--- src/rtl/rw_arb_pkg.sv ---
package rw_arb_pkg;

  typedef enum logic {
    MODE_RD = 1'b0,
    MODE_WR = 1'b1
  } arb_mode_e;

  // Whole-entry watermark: depth * percent / 100, rounded down
  function automatic int unsigned pct_of(input int unsigned depth, input int unsigned pct);
    return (depth * pct) / 100;
  endfunction

endpackage

--- src/rtl/rw_occ_ctr.sv ---
module rw_occ_ctr #(
  parameter  int unsigned DEPTH = 32,
  localparam int unsigned LW    = $clog2(DEPTH + 1)
) (
  input  logic          clk,
  input  logic          rst_n,
  input  logic          enq,
  input  logic          deq,
  output logic [LW-1:0] level,
  output logic          ovf
);

  logic [LW-1:0] lvl_q, lvl_d;
  logic          full, take;

  assign full  = (lvl_q == LW'(DEPTH));
  assign take  = enq && !full;
  assign ovf   = enq && full;
  assign level = lvl_q;

  always_comb begin
    lvl_d = lvl_q;
    if (take && !deq) begin
      lvl_d = lvl_q + 1'b1;
    end else if (!take && deq && (lvl_q != '0)) begin
      lvl_d = lvl_q - 1'b1;
    end
  end

  always_ff @(posedge clk or negedge rst_n) begin
    if (!rst_n) begin
      lvl_q <= '0;
    end else begin
      lvl_q <= lvl_d;
    end
  end

endmodule

--- src/rtl/rw_turn_timer.sv ---
module rw_turn_timer #(
  parameter int unsigned CYC = 4
) (
  input  logic clk,
  input  logic rst_n,
  input  logic load,
  output logic busy
);

  generate
    if (CYC == 0) begin : g_none
      assign busy = 1'b0;
    end else begin : g_cnt
      localparam int unsigned TW = $clog2(CYC + 1);
      logic [TW-1:0] cnt_q, cnt_d;

      always_comb begin
        cnt_d = cnt_q;
        if (load) begin
          cnt_d = TW'(CYC);
        end else if (cnt_q != '0) begin
          cnt_d = cnt_q - 1'b1;
        end
      end

      always_ff @(posedge clk or negedge rst_n) begin
        if (!rst_n) begin
          cnt_q <= '0;
        end else begin
          cnt_q <= cnt_d;
        end
      end

      assign busy = (cnt_q != '0);
    end
  endgenerate

endmodule

--- src/rtl/rw_mode_ctl.sv ---
module rw_mode_ctl
  import rw_arb_pkg::*;
#(
  parameter  int unsigned RLW          = 6,
  parameter  int unsigned WLW          = 6,
  parameter  int unsigned HI_MARK      = 27,
  parameter  int unsigned LO_MARK      = 16,
  parameter  int unsigned MIN_WR_BURST = 16,
  localparam int unsigned PW           = $clog2(MIN_WR_BURST + 2)
) (
  input  logic           clk,
  input  logic           rst_n,
  input  logic [RLW-1:0] rd_lvl,
  input  logic [WLW-1:0] wr_lvl,
  input  logic           drain,
  input  logic           turn_busy,
  output logic           grant_rd,
  output logic           grant_wr,
  output logic           turn_load,
  output arb_mode_e      mode,
  output logic [PW-1:0]  phase
);

  arb_mode_e     mode_q, mode_d;
  logic [PW-1:0] phase_q, phase_d;
  logic          rd_wait, wr_any, wr_force, wr_opp, wr_done;

  assign rd_wait  = (rd_lvl != '0);
  assign wr_any   = (wr_lvl != '0);
  assign wr_force = (wr_lvl >= WLW'(HI_MARK));
  assign wr_opp   = !rd_wait && wr_any && ((wr_lvl > WLW'(LO_MARK)) || drain);
  assign wr_done  = !wr_any
                 || ((wr_lvl < WLW'(LO_MARK)) && !drain)
                 || (rd_wait && (phase_q >= PW'(MIN_WR_BURST)));

  always_comb begin
    mode_d    = mode_q;
    phase_d   = phase_q;
    grant_rd  = 1'b0;
    grant_wr  = 1'b0;
    turn_load = 1'b0;
    case (mode_q)
      MODE_RD: begin
        if (!turn_busy) begin
          if (wr_force || wr_opp) begin
            mode_d = MODE_WR;
          end else begin
            grant_rd = rd_wait;
          end
        end
      end
      MODE_WR: begin
        if (wr_done) begin
          mode_d    = MODE_RD;
          phase_d   = '0;
          turn_load = 1'b1;
        end else begin
          grant_wr = 1'b1;
          if (phase_q != PW'(MIN_WR_BURST)) begin
            phase_d = phase_q + 1'b1;
          end
        end
      end
      default: mode_d = MODE_RD;
    endcase
  end

  always_ff @(posedge clk or negedge rst_n) begin
    if (!rst_n) begin
      mode_q  <= MODE_RD;
      phase_q <= '0;
    end else begin
      mode_q  <= mode_d;
      phase_q <= phase_d;
    end
  end

  assign mode  = mode_q;
  assign phase = phase_q;

endmodule

--- src/rtl/rw_mode_arb.sv ---
module rw_mode_arb
  import rw_arb_pkg::*;
#(
  parameter int unsigned RQ_DEPTH     = 32,
  parameter int unsigned WQ_DEPTH     = 32,
  parameter int unsigned HI_PCT       = 85,
  parameter int unsigned LO_PCT       = 50,
  parameter int unsigned MIN_WR_BURST = 16,
  parameter int unsigned WTR_CYC      = 4
) (
  input  logic clk,
  input  logic rst_n,
  input  logic rd_enq,
  input  logic wr_enq,
  input  logic drain_req,
  output logic grant_rd,
  output logic grant_wr,
  output logic wr_mode,
  output logic rd_ovf,
  output logic wr_ovf
);

  localparam int unsigned RLW     = $clog2(RQ_DEPTH + 1);
  localparam int unsigned WLW     = $clog2(WQ_DEPTH + 1);
  localparam int unsigned PW      = $clog2(MIN_WR_BURST + 2);
  localparam int unsigned HI_MARK = pct_of(WQ_DEPTH, HI_PCT);
  localparam int unsigned LO_MARK = pct_of(WQ_DEPTH, LO_PCT);

  generate
    if (LO_PCT >= HI_PCT) begin : g_bad_cfg
      $error("rw_mode_arb: low watermark percent must be below high watermark percent");
    end
  endgenerate

  logic [RLW-1:0] rd_lvl;
  logic [WLW-1:0] wr_lvl;
  logic [PW-1:0]  wr_phase;
  logic           turn_busy, turn_load;
  arb_mode_e      mode;

  rw_occ_ctr #(.DEPTH(RQ_DEPTH)) i_rd_occ (
    .clk   (clk),
    .rst_n (rst_n),
    .enq   (rd_enq),
    .deq   (grant_rd),
    .level (rd_lvl),
    .ovf   (rd_ovf)
  );

  rw_occ_ctr #(.DEPTH(WQ_DEPTH)) i_wr_occ (
    .clk   (clk),
    .rst_n (rst_n),
    .enq   (wr_enq),
    .deq   (grant_wr),
    .level (wr_lvl),
    .ovf   (wr_ovf)
  );

  rw_turn_timer #(.CYC(WTR_CYC)) i_turn (
    .clk   (clk),
    .rst_n (rst_n),
    .load  (turn_load),
    .busy  (turn_busy)
  );

  rw_mode_ctl #(
    .RLW          (RLW),
    .WLW          (WLW),
    .HI_MARK      (HI_MARK),
    .LO_MARK      (LO_MARK),
    .MIN_WR_BURST (MIN_WR_BURST)
  ) i_ctl (
    .clk       (clk),
    .rst_n     (rst_n),
    .rd_lvl    (rd_lvl),
    .wr_lvl    (wr_lvl),
    .drain     (drain_req),
    .turn_busy (turn_busy),
    .grant_rd  (grant_rd),
    .grant_wr  (grant_wr),
    .turn_load (turn_load),
    .mode      (mode),
    .phase     (wr_phase)
  );

  assign wr_mode = (mode == MODE_WR);

endmodule

--- config.mk ---
export PLATFORM = sky130hd
export DESIGN_NAME = rw_mode_arb
export DESIGN_NICKNAME = d
export VERILOG_FILES = /design/src/rtl/rw_arb_pkg.sv /design/src/rtl/rw_occ_ctr.sv /design/src/rtl/rw_turn_timer.sv /design/src/rtl/rw_mode_ctl.sv /design/src/rtl/rw_mode_arb.sv
export SDC_FILE = /design/constraint.sdc
export NUM_CORES = 1
export LEC_CHECK = 0
export ABC_CLOCK_PERIOD_IN_PS = 2900
export CORE_UTILIZATION = 57
export DETAILED_ROUTE_END_ITERATION = 12
export DONT_BUFFER_PORTS = 1
export MAX_ROUTING_LAYER = met4
export PLACE_DENSITY = 0.85
export SYNTH_ARGS = -nofsm -noshare
export SYNTH_HDL_FRONTEND = slang
export SYNTH_SLANG_ARGS = --single-unit
--- constraint.sdc ---
create_clock -name clk -period 2.9 [get_ports clk]
set_input_delay 0.87 -clock clk [delete_from_list [all_inputs] [get_ports clk]]
set_output_delay 0.87 -clock clk [all_outputs]
set_load 0.01 [all_outputs]
==> results of run 1 <==
## layout by cell type (no fill, tap or decap), drive strengths merged, types with 2 or more instances in the layout
cell type  Yosys  routed
a211o          2       2
a211oi         3       3
a21boi         2       2
a21o           5       5
a21oi         11      11
buf            1      22
clkbuf         4       3
dfrtp         21      21
fa             2       2
ha            12      12
inv           13      12
mux2           5       5
mux2i          3       3
nand2          9       9
nand3          8       8
nand4          3       3
nor2          10      10
nor2b          2       2
nor3           4       4
nor4           3       3
o211ai         6       6
o21ai         16      16
o31a           2       2
o31ai          6       6
or2            2       2
or4            3       3
xnor2          7       7
xor2           3       3
## logic make-up after synthesis
kind of cell | after synthesis
xor gates and xnor gates | 10
buffers and inverters | 18
muxes | 8
AOI/OAI and AO/OA | 65
adders and majority gates | 14
DFF | 21
and+or+nand+nor | 49
## where the power goes
part	internal (uW)	switching, uW	total [uW]
registers	432	156	588
clock network	51.6	98.5	150
logic	751	927	1680
total	1230	1180	2420
## metal layers
layer,wire length (um),share of wire [%],vias to the layer above
met4,231,5.3,0
met1,1730,40,767
met2,2050,47,95
met3,367,8.4,38
met5,0,0,-
li1,-,-,742
## final cells by class
type	instances	area [sq um]	area share, %
inverters	13	52.6	2.68
flip-flops and latches	21	526	26.8
multi-input cells	146	1150	58.7
repair buffers	22	165	8.43
clock buffers	3	22.5	1.15
well taps	31	38.8	1.98
clock inverters	1	5.00	0.256
## flip-flops by register name, summed over array words and instances (netlist names)
signal              cells
i_wr_occ.level          6
i_ctl.phase             5
i_ctl.mode              1
i_turn.g_cnt.cnt_q      3
i_rd_occ.level          6
## critical path, delay by kind of cell, from the launching register on
family	cells	cell delay [ps]
and+or+nand+nor	2	700
AOI/OAI and AO/OA	1	220
DFF	1	410
buffers and inverters	2	330
## repair_timing
| item | CTS | global route |
|---|---|---|
| endpoints found under the setup margin | 5 | 5 |
| hold buffers | 0 | 0 |
| hold endpoints to repair | 0 | 0 |
| gates resized for setup | 4 | 5 |
| setup buffers | 1 | 5 |
| pin swaps | 0 | 6 |
## how the worst min path moves through the flow
stage,from,endpoint,slack (ps),cells after the start
after detailed placement,i_ctl.phase[2],i_ctl.phase[2],530,1
after global routing,rst_n,i_ctl.phase[4],210,0
after CTS,rst_n,i_ctl.phase[4],230,0
after global placement,i_rd_occ.level[2],i_rd_occ.level[2],520,1
final,rst_n,i_wr_occ.level[3],230,0
after floorplan,i_ctl.phase[1],i_ctl.phase[1],490,2
## stage by stage
stage / setup WS, ps / hold slack (ps) / TNS (ps) / utilization [%]
floorplan: -89.1 / 486 / -89.1 / -
global placement: 24.2 / 515 / 0 / 66.5
detailed placement: -163 / 528 / -201 / 66.5
CTS: 6.52 / 226 / 0 / 68.6
global route: -23.0 / 215 / -23.0 / 70.4
finish: 60.3 / 227 / 0 / 70.4
==> results.cfg, run 1 <==
[worst_setup_path]
worst-path-max-fanout = 7
crit-reg2reg-capture = i_rd_occ.level[5]
critical_path.startpoint = i_rd_occ.level[0]
cp-endpoint = grant_wr
worst-r2r-setup-slack_ps = 80
cp.arrival_ps = 1970
worst_setup_path_end_kind = output port
timing.critical_path.slowest_stage_cell = sky130_fd_sc_hd__or4_4
setup.worst_path.start_class = flip-flop
timing.critical_path.required_ps = 2030
cp_cell_instances = or4_4 -> o31ai_4 -> nand2_2 -> buf_4 -> clkinvlp_4
launch_point_of_the_worst_reg_to_reg_path = i_turn.g_cnt.cnt_q[0]
r2r_cells = 12
cpPeakStageDelay_ps = 590
criticalPathCategory = reg2out

[synth]
post_synth_num_cell_types = 52
syn-num-nets = 204
ys_async_sr_fraction_pct = 100
yosysWarningCount = 0
synthesized_flop_and_latch_total = 21
ys_top_cells_by_count = sky130_fd_sc_hd__dfrtp_1, sky130_fd_sc_hd__o21ai_0, sky130_fd_sc_hd__inv_1
syn_area_per_cell_sq_um = 9.10
complex_gate_fraction_of_the_synthesized_area_pct = 27.2
post-synth-top-area-fraction_pct = 31.2
primary_ff_master_synth = sky130_fd_sc_hd__dfrtp_1
synth_top_area_cell = sky130_fd_sc_hd__dfrtp_1
top_post_synthesis_cells_by_area = sky130_fd_sc_hd__dfrtp_1, sky130_fd_sc_hd__ha_1, sky130_fd_sc_hd__o21ai_0
yosysSeqAreaShare_pct = 31.2
synth_xor_area_share_pct = 5.20
yosys.cell_count.top_type = sky130_fd_sc_hd__dfrtp_1
synth_top_family_by_area = compound AO/OA/AOI/OAI gates
synth_simple_gate_area_share_pct = 15.8
synth_edf_count = 0
post_synth_mux_area_share_pct = 5.13
synth_area_sq_mm = 0.00168
post_synth_adder_cell_area_pct = 11.3
syn-instance-count = 185

[drt]
routed_via_density = 6.93
dr_total_vias = 1642
drt_iter0_markers = 212
detailedRoute.firstPassIterationCount = 7
route.detailed.drc = 0
final_antenna_net_count = 0
route.detailed.wl_per_inst_um = 18.5
wl_um = 4370

[clock_network]
clock_tree.root_cell = sky130_fd_sc_hd__clkbuf_4
cts.path.max_buffers = 2
clk_pin_slew_ps = 130
cts_inserted_buffers = 3
clock_tree_from_tritoncts = done
cts.htree.levels = 1
numClockSinks = 21
clock_insertion_delay_at_the_later_pin_of_the_skew_report_ps = 310

[floorplan]
full_die_area_sq_mm = 0.00317
initial_core_util_pct = 60.5
die_height_um = 56.3
ioPinCount = 10
placeableCoreArea_sq_mm = 0.00278
number_of_cell_rows = 19
die_w_um = 56.3

[sta]
grt_setup_unrepaired = true
worst_slew_margin_rel_pct = 69.7
tightest_slew_ps = 450
final_setup_viols = 0
timing.fmax_ghz = 0.352
timing.final.crit_share_pct = 97.9
final.setup_skew_ps = 7.66
timing.final.hold_violations = 0
period_minus_ws_final_ps = 2840
timing.final.max_slew_violations = 0

[cells_and_area]
flow.area_growth_from_synthesis_pct = 16.4
insertedDiodeCount = 0
finalInstanceArea_sq_mm = 0.00196
nNetsFinal = 226
final.fill_count = 197
fraction_of_layout_instances_using_a_drive_strength_above_1_pct = 24.3
layoutNonFillerInstCount = 237

[global_routing]
first_pass_grt_wire_length_um = 7200
globalRouteMet2Util_pct = 48.6
use_met3_pct = 5.76
grt_use_met1_pct = 35.0
grt_antenna_before_repair = 0
grt_busiest_layer = met2
grt-ovfl-total = 0
via_count_of_the_first_global_routing_pass = 1633
grt_start_max_net_pins = 22
grt_util_overall_pct = 29.7

[place]
io_buffers = 0
placed_area_sq_mm = 0.00185
gp_congestion = 0.954
dpl.hpwl_um = 3160
placed_cells_incl_taps = 227

[pwr]
peakVddDrop_v = 0.000917
power.total_uw = 2420
p_per_area_mw_per_mm2 = 1230
static_leakage_uw = 0.000824

[run]
maxCapViolations = 0

[run_status]
outcome = completed

[min_path]
min-delay-path-class = in2async
(Power assumes the default switching activity.)
==> inputs of run 2 (changes only) <==
==> constraint.sdc (replaced) <==
create_clock -name clk -period 2.9 [get_ports clk]
set_input_delay 0.435 -clock clk [delete_from_list [all_inputs] [get_ports clk]]
set_output_delay 0.435 -clock clk [all_outputs]
set_load 0.01 [all_outputs]
==> results.cfg, run 2 (synthesized netlist as in run 1, its figures left out) <==
[run_status]
outcome = completed

[sta]
final_setup_viols = 0
timing.fmax_ghz = 0.360
fin_hold_ws_ps = 304
timing.final.crit_share_pct = 95.8
layout_setup_ws_ps = 122
final.setup_skew_ps = 3.25
period_minus_ws_final_ps = 2780
timing.final.max_slew_violations = 0
worst_slew_margin_rel_pct = 35.2
tightest_slew_ps = 968
timing.final.hold_violations = 0

[floorplan]
initial_core_util_pct = 60.5
die_height_um = 56.3
full_die_area_sq_mm = 0.00317
number_of_cell_rows = 19
die_w_um = 56.3
ioPinCount = 10
placeableCoreArea_sq_mm = 0.00278

[worst_setup_path]
worst_setup_path_end_kind = flip-flop
r2r_cells = 9
cp_cell_instances = or4_4 -> nor3_2 -> o31ai_4 -> buf_4 -> fa_1 -> a21o_1 -> a21oi_1 -> xnor2_1 -> mux2_2
cpPeakStageDelay_ps = 600
worst-r2r-setup-slack_ps = 120
crit-reg2reg-capture = i_rd_occ.level[4]
launch_point_of_the_worst_reg_to_reg_path = i_rd_occ.level[0]
criticalPathCategory = reg2reg
setup.worst_path.start_class = flip-flop
worst_path_dominant_cell_family = simple AND/OR/NAND/NOR gates
worst-path-max-fanout = 5
cp.buffers_inverters = 1
timing.critical_path.required_ps = 3110
timing.critical_path.slowest_stage_cell = sky130_fd_sc_hd__or4_4
cp.arrival_ps = 2990

[global_routing]
grt_antenna_before_repair = 0
grt_util_overall_pct = 28.5
grt_start_max_net_pins = 22
grt-ovfl-total = 0
first_pass_grt_wire_length_um = 6950
via_count_of_the_first_global_routing_pass = 1514

[drt]
route.detailed.drc = 0
wl_um = 4100
drt_iter0_markers = 111
final_antenna_net_count = 0
dr_total_vias = 1608
route.detailed.wl_per_inst_um = 17.8
detailedRoute.firstPassIterationCount = 6
routed_via_density = 6.99

[cells_and_area]
nNetsFinal = 219
insertedDiodeCount = 0
flow.area_growth_from_synthesis_pct = 13.2
finish.utilization_pct = 68.5
commonest_non_fill_non_tap_cell_in_the_layout = sky130_fd_sc_hd__dfrtp_1
layoutNonFillerInstCount = 230
multiInputGateArea_sq_mm = 0.00115
fraction_of_layout_instances_using_a_drive_strength_above_1_pct = 19.1
final.fill_count = 212
final-seq-area_sq_um = 526
most-common-layout-cells = sky130_fd_sc_hd__dfrtp_1, sky130_fd_sc_hd__o21ai_0, sky130_fd_sc_hd__buf_4

[min_path]
min_path_cells = 2
timing.hold.worst_endpoint = i_wr_occ.level[1]
holdCritStartpoint = wr_enq
min-delay-path-class = in2reg

[clock_network]
numClockSinks = 21
clk_pin_slew_ps = 120
clock_insertion_delay_at_the_later_pin_of_the_skew_report_ps = 310
cts.htree.levels = 1
cts_inserted_buffers = 3
clock_tree_from_tritoncts = done
clock_tree.root_cell = sky130_fd_sc_hd__clkbuf_4
cts.path.max_buffers = 2

[place]
gp_congestion = 0.939
placed_cells_incl_taps = 221
worst_setup_slack_before_clock_tree_synthesis_ps = -15.0
dpl.hpwl_um = 2900
io_buffers = 0

[pwr]
static_leakage_uw = 0.000796
p_per_area_mw_per_mm2 = 1210
peakVddDrop_v = 0.000747
power.total_uw = 2310

[run]
maxCapViolations = 0
run 2: routing by layer:
| metal | GRT usage (%) | share of wire, % | vias to the layer above |
|---|---|---|---|
| met2 | 45.2 | 47 | 93 |
| met3 | 3.92 | 7.9 | 26 |
| met1 | 37.7 | 41 | 762 |
| met5 | - | 0 | - |
| met4 | 10.1 | 3.6 | 0 |
| li1 | - | - | 727 |
run 2: layout make-up:
cell class | count | share of cell area [%]
inverter | 13 | 2.56
timing repair buffer | 15 | 6.04
sequential | 21 | 27.6
tap | 31 | 2.04
clock buffer | 4 | 1.38
multi-input combinational | 146 | 60.4
run 2: how the worst max path moves through the flow:
stage / cells after the start / startpoint / slack, ps / end
2_1_floorplan: 11 / i_rd_occ.level[1] / -90 / i_wr_occ.level[5]
3_3_place_gp: 10 / i_rd_occ.level[2] / 60 / i_wr_occ.level[5]
3_5_place_dp: 10 / i_rd_occ.level[2] / -20 / i_wr_occ.level[5]
4_1_cts: 10 / i_rd_occ.level[2] / 50 / i_wr_occ.level[5]
5_1_grt: 9 / i_rd_occ.level[0] / -10 / i_rd_occ.level[4]
6_report: 9 / i_rd_occ.level[0] / 120 / i_rd_occ.level[4]
run 2: repair_timing:
item | CTS | global route
setup endpoints to repair | 1 | 3
hold buffers | 1 | 0
resized for setup | 1 | 5
pin swaps | 0 | 9
setup buffers | 0 | 4
endpoints found under the hold margin | 21 | 0
run 2: through the flow:
step	area, sq um	TNS (ps)
6_report	1910	0
5_1_grt	1910	-26.7
4_1_cts	1840	0
3_5_place_dp	1800	-15.0
3_3_place_gp	1800	0
2_1_floorplan	1710	-89.1
run 2: report_power, final:
group,switching (uW),leakage (uW),internal [uW]
sequential,196,0.000256,432
clock,93.9,0.0000150,53.8
combinational,827,0.000526,705
